[config.mk]
export PLATFORM = sky130hd
export DESIGN_NAME = can_txmb_arbiter
export DESIGN_NICKNAME = d
export VERILOG_FILES = /design/src/rtl/can_txmb_pkg.sv /design/src/rtl/txmb_slot.sv /design/src/rtl/txmb_pick.sv /design/src/rtl/can_txmb_arbiter.sv
export SDC_FILE = /design/constraint.sdc
export NUM_CORES = 1
export LEC_CHECK = 0
export ABC_AREA = 1
export BUFFER_PORTS_ARGS = -buffer_cell sky130_fd_sc_hd__buf_2
export CORE_ASPECT_RATIO = 1.1
export CORE_UTILIZATION = 55
export DETAILED_ROUTE_END_ITERATION = 6
export PLACE_DENSITY_LB_ADDON = 0.12
export RECOVER_POWER = 25
export SYNTH_ARGS = -nofsm -noshare
export SYNTH_HDL_FRONTEND = slang
export SYNTH_HIERARCHICAL = 1
export SYNTH_SLANG_ARGS = --single-unit
[constraint.sdc]
create_clock -name clk -period 4.8 [get_ports clk]
set_input_delay 0.48 -clock clk [delete_from_list [all_inputs] [get_ports clk]]
set_output_delay 0.48 -clock clk [all_outputs]
set_load 0.02 [all_outputs]
[src/rtl/can_txmb_pkg.sv]
package can_txmb_pkg;
  localparam int CFG_W     = 32;
  localparam int MODE_LSB  = 24;
  localparam int MODE_W    = 3;
  localparam int PRIO_LSB  = 16;
  localparam int TRIG_BIT  = 23;
  localparam int RTR_BIT   = 20;
  localparam int LEN_LSB   = 16;
  localparam int LEN_W     = 4;
  localparam int WORD_W    = 32;

  typedef enum logic [MODE_W-1:0] {
    MB_OFF = 3'd0,
    MB_TX  = 3'd3
  } mb_mode_e;

  typedef enum logic [2:0] {
    SEL_MODE = 3'd0,
    SEL_ID   = 3'd1,
    SEL_DLO  = 3'd2,
    SEL_DHI  = 3'd3,
    SEL_CTRL = 3'd4
  } cfg_sel_e;
endpackage

[src/rtl/txmb_slot.sv]
module txmb_slot
  import can_txmb_pkg::*;
#(
  parameter int PRIO_W = 4,
  parameter int ID_W   = 30
) (
  input  logic              clk,
  input  logic              rst_n,
  input  logic              wr_i,
  input  logic [2:0]        sel_i,
  input  logic [CFG_W-1:0]  wdata_i,
  input  logic              abort_all_i,
  input  logic              done_ok_i,
  input  logic              done_fail_i,
  output logic              tx_mode_o,
  output logic [PRIO_W-1:0] prio_o,
  output logic [ID_W-1:0]   id_o,
  output logic [2*WORD_W-1:0] data_o,
  output logic [LEN_W-1:0]  len_o,
  output logic              rtr_o,
  output logic              pend_o,
  output logic              ready_o,
  output logic              abort_o
);
  logic [MODE_W-1:0] mode_q, mode_d;
  logic [PRIO_W-1:0] prio_q, prio_d;
  logic [ID_W-1:0]   id_q, id_d;
  logic [WORD_W-1:0] dlo_q, dlo_d, dhi_q, dhi_d;
  logic [LEN_W-1:0]  len_q, len_d;
  logic              rtr_q, rtr_d;
  logic              pend_q, pend_d;
  logic              rdy_q, rdy_d;
  logic              abt_q, abt_d;
  logic              trig;

  assign trig = wr_i && (sel_i == SEL_CTRL) && wdata_i[TRIG_BIT] &&
                (mode_q == MB_TX) && !pend_q && !abort_all_i;

  always_comb begin
    mode_d = mode_q;
    prio_d = prio_q;
    id_d   = id_q;
    dlo_d  = dlo_q;
    dhi_d  = dhi_q;
    len_d  = len_q;
    rtr_d  = rtr_q;
    pend_d = pend_q;
    rdy_d  = rdy_q;
    abt_d  = abt_q;
    if (wr_i && sel_i == SEL_MODE) begin
      mode_d = wdata_i[MODE_LSB +: MODE_W];
      prio_d = wdata_i[PRIO_LSB +: PRIO_W];
    end
    if (wr_i && sel_i == SEL_ID && mode_q == MB_OFF && !pend_q)
      id_d = wdata_i[ID_W-1:0];
    if (wr_i && sel_i == SEL_DLO && !pend_q) dlo_d = wdata_i;
    if (wr_i && sel_i == SEL_DHI && !pend_q) dhi_d = wdata_i;
    if (trig) begin
      len_d  = wdata_i[LEN_LSB +: LEN_W];
      rtr_d  = wdata_i[RTR_BIT];
      pend_d = 1'b1;
      rdy_d  = 1'b0;
      abt_d  = 1'b0;
    end
    if (abort_all_i && pend_q) begin
      pend_d = 1'b0;
      rdy_d  = 1'b1;
      abt_d  = 1'b1;
    end else if (done_ok_i) begin
      pend_d = 1'b0;
      rdy_d  = 1'b1;
      abt_d  = 1'b0;
    end else if (done_fail_i) begin
      pend_d = 1'b0;
      rdy_d  = 1'b1;
      abt_d  = 1'b1;
    end
  end

  always_ff @(posedge clk or negedge rst_n) begin
    if (!rst_n) begin
      mode_q <= MB_OFF;
      prio_q <= '0;
      id_q   <= '0;
      dlo_q  <= '0;
      dhi_q  <= '0;
      len_q  <= '0;
      rtr_q  <= 1'b0;
      pend_q <= 1'b0;
      rdy_q  <= 1'b1;
      abt_q  <= 1'b0;
    end else begin
      mode_q <= mode_d;
      prio_q <= prio_d;
      id_q   <= id_d;
      dlo_q  <= dlo_d;
      dhi_q  <= dhi_d;
      len_q  <= len_d;
      rtr_q  <= rtr_d;
      pend_q <= pend_d;
      rdy_q  <= rdy_d;
      abt_q  <= abt_d;
    end
  end

  assign tx_mode_o = (mode_q == MB_TX);
  assign prio_o    = prio_q;
  assign id_o      = id_q;
  assign data_o    = {dhi_q, dlo_q};
  assign len_o     = len_q;
  assign rtr_o     = rtr_q;
  assign pend_o    = pend_q;
  assign ready_o   = rdy_q;
  assign abort_o   = abt_q;


  pend_rdy_chk: assert property (@(posedge clk) disable iff (!rst_n)
    pend_q |-> !rdy_q);

  abt_rdy_chk: assert property (@(posedge clk) disable iff (!rst_n)
    $rose(abt_q) |-> rdy_q);
endmodule

[src/rtl/txmb_pick.sv]
module txmb_pick #(
  parameter int N_MB   = 4,
  parameter int PRIO_W = 4,
  localparam int IDX_W = (N_MB > 1) ? $clog2(N_MB) : 1
) (
  input  logic [N_MB-1:0]             elig_i,
  input  logic [N_MB-1:0][PRIO_W-1:0] prio_i,
  output logic                        any_o,
  output logic [IDX_W-1:0]            idx_o
);
  logic [PRIO_W-1:0] best;

  always_comb begin
    any_o = 1'b0;
    idx_o = '0;
    best  = '1;
    for (int i = N_MB - 1; i >= 0; i--) begin
      if (elig_i[i] && (!any_o || prio_i[i] <= best)) begin
        any_o = 1'b1;
        idx_o = IDX_W'(i);
        best  = prio_i[i];
      end
    end
  end
endmodule

[src/rtl/can_txmb_arbiter.sv]
module can_txmb_arbiter
  import can_txmb_pkg::*;
#(
  parameter int N_MB   = 4,
  parameter int PRIO_W = 4,
  parameter int ID_W   = 30,
  localparam int IDX_W = (N_MB > 1) ? $clog2(N_MB) : 1
) (
  input  logic               clk,
  input  logic               rst_n,
  input  logic               cfg_we,
  input  logic [IDX_W-1:0]   cfg_mb,
  input  logic [2:0]         cfg_sel,
  input  logic [31:0]        cfg_wdata,
  input  logic               abort_all,
  input  logic [N_MB-1:0]    irq_en,
  input  logic               tx_idle,
  input  logic               tx_done,
  input  logic               tx_ok,
  output logic               tx_valid,
  output logic [IDX_W-1:0]   tx_mb,
  output logic [ID_W-1:0]    tx_id,
  output logic [63:0]        tx_data,
  output logic [3:0]         tx_len,
  output logic               tx_rtr,
  output logic [N_MB-1:0]    mb_ready,
  output logic [N_MB-1:0]    mb_abort,
  output logic [N_MB-1:0]    irq_o
);
  logic [N_MB-1:0]             txm_v, pend_v, elig_v, ok_v, fail_v;
  logic [N_MB-1:0][PRIO_W-1:0] prio_v;
  logic [N_MB-1:0][ID_W-1:0]   id_v;
  logic [N_MB-1:0][63:0]       data_v;
  logic [N_MB-1:0][3:0]        len_v;
  logic [N_MB-1:0]             rtr_v;
  logic                        any_sel;
  logic [IDX_W-1:0]            sel_idx;
  logic                        busy_q, busy_d;
  logic [IDX_W-1:0]            cur_q, cur_d;

  for (genvar g = 0; g < N_MB; g++) begin : g_slot
    assign ok_v[g]   = busy_q && tx_done && tx_ok  && !abort_all && (cur_q == IDX_W'(g));
    assign fail_v[g] = busy_q && tx_done && !tx_ok && !abort_all && (cur_q == IDX_W'(g));
    txmb_slot #(.PRIO_W(PRIO_W), .ID_W(ID_W)) u_slot (
      .clk        (clk),
      .rst_n      (rst_n),
      .wr_i       (cfg_we && (cfg_mb == IDX_W'(g))),
      .sel_i      (cfg_sel),
      .wdata_i    (cfg_wdata),
      .abort_all_i(abort_all),
      .done_ok_i  (ok_v[g]),
      .done_fail_i(fail_v[g]),
      .tx_mode_o  (txm_v[g]),
      .prio_o     (prio_v[g]),
      .id_o       (id_v[g]),
      .data_o     (data_v[g]),
      .len_o      (len_v[g]),
      .rtr_o      (rtr_v[g]),
      .pend_o     (pend_v[g]),
      .ready_o    (mb_ready[g]),
      .abort_o    (mb_abort[g])
    );
  end

  assign elig_v = txm_v & pend_v;

  txmb_pick #(.N_MB(N_MB), .PRIO_W(PRIO_W)) u_pick (
    .elig_i(elig_v),
    .prio_i(prio_v),
    .any_o (any_sel),
    .idx_o (sel_idx)
  );

  always_comb begin
    busy_d = busy_q;
    cur_d  = cur_q;
    if (abort_all) begin
      busy_d = 1'b0;
    end else if (busy_q) begin
      if (tx_done) busy_d = 1'b0;
    end else if (tx_idle && any_sel) begin
      busy_d = 1'b1;
      cur_d  = sel_idx;
    end
  end

  always_ff @(posedge clk or negedge rst_n) begin
    if (!rst_n) begin
      busy_q <= 1'b0;
      cur_q  <= '0;
    end else begin
      busy_q <= busy_d;
      cur_q  <= cur_d;
    end
  end

  assign tx_valid = busy_q;
  assign tx_mb    = cur_q;
  assign tx_id    = id_v[cur_q];
  assign tx_data  = data_v[cur_q];
  assign tx_len   = len_v[cur_q];
  assign tx_rtr   = rtr_v[cur_q];
  assign irq_o    = irq_en & mb_ready;


  hold_sel_chk: assert property (@(posedge clk) disable iff (!rst_n)
    (tx_valid && !tx_done && !abort_all) |=> (tx_valid && $stable(tx_mb)));

  busy_pend_chk: assert property (@(posedge clk) disable iff (!rst_n)
    tx_valid |-> pend_v[tx_mb]);

  abort_clr_chk: assert property (@(posedge clk) disable iff (!rst_n)
    abort_all |=> (pend_v == '0) && !tx_valid);

  launch_chk: assert property (@(posedge clk) disable iff (!rst_n)
    (!tx_valid && tx_idle && (elig_v != '0) && !abort_all) |=> tx_valid);
endmodule

* After elaboration in Yosys (flattened, before gate mapping)
Index checks and enable logic that the tools add are counted.
** Word-level totals
- Bits in registers :: 439
- Bits of input ports :: 48
- Output and inout bits :: 114
- Word-level logic and storage cells :: 228
** Cells by class
- Magnitude comparators :: 4
- Equality and inequality tests :: 14
- Multiplexer cells :: 63
- Bitwise operators :: 4
- Reductions and logical operators :: 101
** Operators with widths (number)
- $bmux 64 s2 :: 1
- $logic_and 1x1->1 :: 77
- $mux 64 :: 1
- $bmux 30 s2 :: 1
- $mux 1 :: 49
- $mux 30 :: 1
- $eq 3x2->1 const B :: 6
- $mux 4 :: 4
- $reduce_bool 4->1 :: 4
- $logic_not 3->1 :: 5
- $le 4x4->1 :: 3
- $logic_not 1->1 :: 9
- $and 4x4->4 :: 2
- $bmux 4 s2 :: 1
- $eq 2x2->1 const B :: 4
- $mux 2 :: 4
- $eq 2x1->1 const B :: 2
- $logic_not 2->1 :: 2
- $eq 3x1->1 const B :: 1
- $eq 3x3->1 const B :: 1
- $logic_or 1x1->1 :: 3
- $lt 2x3->1 const B :: 1
- $reduce_and 3->1 :: 1
- $bmux 1 s2 :: 1
- $not 1->1 :: 2

* Depth between registers and ports, before layout
- Depth after elaboration :: 19
- Gate-level depth with buffers :: 34
- Mapped depth without buffers :: 34

* Cells and area by module
Netlist, hierarchy kept.
** By module, submodules not included
- txmb_slot :: instances 4, cells each 441, area each 4234.1 sq um, seq. area each 2728.9 sq um
- can_txmb_arbiter :: instances 1, cells each 1014, area each 3972.6 sq um, seq. area each 75.1 sq um
- txmb_pick :: instances 1, cells each 89, area each 530.5 sq um, seq. area each 0.0 sq um

* Worst setup path before layout
Ideal clock, no wire load.
- Path kind :: reg2reg
- Start :: register g_slot[3].u_slot.mode_q[1]
- End :: register cur_q[1] (netlist: tx_mb[1])
- Setup time :: 117 ps
- Arrival time :: 3467 ps
- Required time :: 4683 ps
- Path slack :: 1216 ps
- Stages on the path, launching flop included :: 31
- Buffers on the path :: 0
- Period minus slack after synthesis :: 3584 ps
- Cell sequence :: dfrtp_1 > nand2_1 > nor2_2 > nand2_1 > inv_1 > inv_1 > nor2_1 > inv_1 > ha_1 > nand2_1 > nor2_1 > nor2_1 > nand2_2 > nand2_1 > nand2_1 > and2_2 > ha_1 > nand2_1 > o21bai_1 > nand2_1 > nand2_4 > nand2_4 > nand3_1 > nand2_1 > ha_1 > a21oi_1 > o21ai_0 > a21oi_2 > nor2_1 > nand3_1 > nand2_1
** On the way
- Elaborated cells between the ends (all ways) :: 27
- Classes of those cells :: order compare (3); eq/ne (1); mux (11); bitwise (1); reduce/logical (11)
** RTL lines
- from (decl) :: line txmb_slot.sv:25 : logic [MODE_W-1:0] mode_q, mode_d;
- from (signal assigned) :: line txmb_slot.sv:93 : mode_q <= mode_d;
- $eq 3x2->1 * :: line txmb_slot.sv:106 : assign tx_mode_o = (mode_q == MB_TX);
- named net txm_v[3] :: line can_txmb_arbiter.sv:30 : logic [N_MB-1:0] txm_v, pend_v, elig_v, ok_v, fail_v;
- $and 4x4->4 * :: line can_txmb_arbiter.sv:65 : assign elig_v = txm_v & pend_v;
- named net elig_v[3] :: line can_txmb_arbiter.sv:30
- $mux 4 / $mux 1 (equally long branches) :: line txmb_pick.sv:18 : if (elig_i[i] && (!any_o || prio_i[i] <= best)) begin
- $le 4x4->1 / $logic_not 1->1 (equally long branches) :: line txmb_pick.sv:18
- $logic_or 1x1->1 :: line txmb_pick.sv:18
- $logic_and 1x1->1 :: line txmb_pick.sv:18
- (+2 left out)
- $logic_or 1x1->1 :: line txmb_pick.sv:18
- $logic_and 1x1->1 :: line txmb_pick.sv:18
- $mux 4 / $mux 1 (equally long branches) :: line txmb_pick.sv:18
- $le 4x4->1 / $logic_not 1->1 (equally long branches) :: line txmb_pick.sv:18
- $logic_or 1x1->1 :: line txmb_pick.sv:18
- $logic_and 1x1->1 :: line txmb_pick.sv:18
- $mux 2 * :: line txmb_pick.sv:18
- named net sel_idx[1] :: line can_txmb_arbiter.sv:37 : logic [IDX_W-1:0] sel_idx;
- to (signal assigned) :: line can_txmb_arbiter.sv:93 : cur_q <= cur_d;
- to (decl) :: line can_txmb_arbiter.sv:39 : logic [IDX_W-1:0] cur_q, cur_d;
The timed path passes the listed nets; every way through them passes the cells marked *.
A chain may end at the register's enable or synchronous reset.

* Final worst setup path
Same ends and word-level chain as after synthesis.

==> results.md <==
Power:
- In this run the power density over the cells is roughly 430 mW/mm^2.
- After layout, the design draws a total of 10.2 mW.
- Of the total power, the clock network draws 0.362.
- The share of total power dissipated in combinational logic is 0.171.
- Of the total power, the share spent switching nets is 0.300.
- The maximum vdd ir drop is between 0.0003 and 0.0004 V.
- The analysis attributes to net switching a power of 3.05 mW.
- The cell-internal power is around 7 mW.
- For this design the static power due to leakage is roughly 13 nW.
- The sequential cell fraction of total power is 0.467.

Synthesis:
- Yosys printed 6 warnings.
- The proportion of synthesized chip area in sequential cells is 0.513.
- The biggest area contributor in the post-synthesis netlist is dfrtp_1.
- The synthesized instance count is roughly 2900.
- In the post-synthesis netlist, the biggest area contributors are dfrtp_1 (51%), nand2_1 (26%), o21ai_0 (6.7%).
- Averaged over all synthesized cells, the footprint is around 7.5 um^2.
- Yosys mapped the design onto 31 distinct sky130hd cell types.
- Summing every instance area after synthesis gives 0.0214 mm^2.
- Synthesis inferred 439 register bits.
- The share of synthesized area in the top cell type comes to 0.508.
- The number of nets in the synthesized netlist is between 2000 and 3000.

Run status:
- The flow ran to the end, but the final reports show violations.
- The checks that failed: max-capacitance violations, max-slew violations.

STA:
- Clock skew on the completed layout was measured at 0.0208 ns.
- The worst setup margin is 0.687 ns.
- The max-slew violation count came to between 150 and 200.
- Counting I/O delays and the setup requirement, the final critical path takes just over 4 ns.
- The final hold violation count is 0.
- The actual slew at the worst max-slew pin is 2.99 ns.
- The worst-case headroom to the max-slew limit is -0.992.
- In the final timing run, aggregate negative setup slack is 0 ns.
- Derived from the worst setup path, the maximum achievable clock frequency is between 200 and 250 MHz.
- Setup repair after global routing left no endpoint under its margin.
- The number of setup violations in the final report is 0.
- Dividing the final minimum period by the clock period gives 0.857.
- The worst hold-check slack is around 0.12 ns.

Run:
- Max-cap violations in this run came to 3.

Floorplan:
- Measured along the x axis, the die boundary spans roughly 190 um.
- The starting density of the core is 0.560.
- The total area inside the core boundary comes to about 0.038 mm^2.
- The die covers between 0.03 and 0.04 mm^2.
- The I/O pin count is 162.
- In this run the core area contains 75 standard-cell rows.
- Measured along the y axis, the die boundary spans around 210 um.

Worst setup path:
- Of all nets on the critical path, the largest fanout is 6.
- The worst path arrival time is ~4.6 ns.
- The slowest stage cell on the critical path is dfrtp_1.
- The kind of end point of the critical path is a flop.
- The cell repeated most along the worst path is nand2_1.
- The worst setup path is launched from a flop.
- The category of the most critical setup path is flop to flop.
- The logic depth of the worst register-to-register path is 30.
- The critical path data required time is roughly 5.3 ns.
- In this run the register-to-register setup slack is 0.69 ns.
- For this run, the slowest stage of the critical path takes between 0.4 and 0.5 ns.

Clock tree:
- Clock-pin slew was measured on the worst setup and hold paths at 0.06 ns.
- After clock tree synthesis, the setup repair step added 0 buffers.
- Post-CTS repair changed the size of 0 cells.
- The cell at the root of the clock tree is clkbuf_16.
- The CTS buffer count is 47.
- The CTS sink count is 439.
- The maximum buffer depth of the clock tree is 3.
- The CTS tree is yes.
- In this run, post-CTS hold repair placed 0 buffers.
- The H-tree was split into 2 levels.
- For the worst-skew pair, the clock arrives at the later sink with an insertion delay of approximately 0.60 ns.

Cells and area:
- The growth of design area from synthesis to finish is 10.6%.
- The fraction of final layout cells with drive strength greater than 1 is 0.108.
- The number of diodes is 0.
- The most common cell after layout, fill and taps aside is nand2_1.
- Leaving out fill and tap cells, the most frequent cells in the layout are nand2_1 (1507), dfrtp_1 (433), o21ai_0 (286).
- In the final design database the tool counted 3003 nets.
- The summed area of non-filler cells in the final layout is 0.0237 mm^2.

Global routing:
- The via count of the first global-routing pass is 18445.
- The initial antenna violation count was 1.
- In the global route stage, overall resource usage came out at 0.318.
- The first global-routing pass estimated ~99 mm of wire.
- Global routing finished with a remaining overflow of 0.
- Entering global routing, the biggest net connects around 140 pins.

Detailed routing:
- Using the TritonRoute via totals, the vias-per-cell ratio works out to about 5.4.
- Wire segments on met3 add up to between 3 and 4 mm in the final route.
- The total vias in the final route is approximately 19000.
- The first TritonRoute pass finished after 7 iterations.
- In the final routed layout, each cell accounts on average for 17.7 um.
- In this run the remaining antenna-violating nets after routing total 0.
- The remaining design rule violation count is 0.
- The length of routed wiring on met1 is approximately 26 mm.
- After detailed routing, the total wire length is 61.5 mm.
- The total met2 wirelength after detailed routing is between 30 and 40 mm.
- The highest metal layer with signal wires is met5.
- The count of routing violations after the opening detailed-route iteration is approximately 1300.

Worst hold path:
- The path class of the tightest hold or removal check is primary input to flop.
- Counting instances, the worst hold path has a depth of 2.

Place:
- After detailed placement, the total cell area comes to between 0.02 and 0.025 mm^2.
- The worst slack at placement is between 0.7 and 0.8 ns.
- Input and output buffers added on the ports amount to 161.
- The congestion estimate from routability-driven global placement came to ~0.86.
- The placed wire-length estimate after detailed placement is about 37 mm.
==> state kept, by name (all words and copies together) (netlist names) <==
| name | count |
|---|---|
| g_slot.u_slot/len_o | 16 |
| g_slot.u_slot/rtr_o | 4 |
| tx_mb | 2 |
| g_slot.u_slot/dhi_q | 128 |
| g_slot.u_slot/ready_o | 4 |
| g_slot.u_slot/abort_o | 4 |
| g_slot.u_slot/id_o | 120 |
| g_slot.u_slot/pend_o | 4 |
| tx_valid | 1 |
| g_slot.u_slot/prio_o | 16 |
| g_slot.u_slot/dlo_q | 128 |
| g_slot.u_slot/mode_q | 12 |
==> routing by layer <==
layer / up-vias / track usage
met2: 611 / 0.545
met3: 104 / 0.0373
met5: - / 0
met4: 2 / 0.122
li1: 9006 / -
met1: 8996 / 0.413
==> final timing paths <==
| kind | end | from |
|---|---|---|
| setup reg to reg | tx_mb[1] | g_slot[3].u_slot/mode_q[1] |
| setup / recovery | tx_mb[1] | g_slot[3].u_slot/mode_q[1] |
| max in group asynchronous | tx_mb[1] | rst_n |
| hold / removal | tx_valid | tx_done |
| hold reg to reg | g_slot[1].u_slot/id_o[26] | g_slot[1].u_slot/id_o[26] |
| min in group asynchronous | g_slot[0].u_slot/dlo_q[10] | rst_n |
==> layout make-up <==
class                      count  area [um^2]
multi-input combinational   2077         8800
tap                          500          626
clock inverter                15          173
fill                        3508        14600
clock buffer                  72         1380
sequential                   439        11000
inverter                     189          718
timing repair buffer         189         1020
==> power groups by stage <==
| stage | Combinational [mW] | Clock (mW) | Sequential [mW] |
|---|---|---|---|
| after floorplan | 1.18 | 0 | 4.73 |
| after global placement | 1.70 | 0 | 4.77 |
| after detailed placement | 1.75 | 0 | 4.80 |
| after CTS | 1.76 | 3.73 | 4.74 |
| after global routing | 2.00 | 3.86 | 4.82 |
| final | 1.74 | 3.68 | 4.75 |
==> cells in the mapped netlist (all sizes together) <==
cell type	n
a21oi	10
and2	4
and3	4
buf	132
clkbuf	30
dfrtp	435
dfstp	4
ha	12
inv	189
nand2	1530
nand3	151
nand3b	3
nand4	1
nor2	41
nor3	8
o21a	5
o21ai	306
o21bai	1
or2	1
==> through the flow <==
step / std cells / utilization
2_1_floorplan: 2867 / -
3_3_place_gp: 3394 / 0.580
3_5_place_dp: 3394 / 0.580
4_1_cts: 3481 / 0.620
5_1_grt: 3481 / 0.619
6_report: 3481 / 0.619
==> critical path: cells and delay by family, from the launching register on <==
family	cells	cell delay, ns
and+or+nand+nor	20	1.93
buffers and inverters	3	0.28
adders and majority gates	3	0.85
AOI/OAI and AO/OA	4	0.54
DFF	1	0.41
==> cell families after synthesis <==
group / count (synthesis) / share of synthesized area
AO/OA/AOI/OAI: 322 / 0.0766
buffers and inverters: 351 / 0.0774
AND/OR/NAND/NOR: 1743 / 0.326
flip-flops: 439 / 0.513
adder cells (fa/ha/maj): 12 / 0.00700
Power figures use the tool's default switching activity.
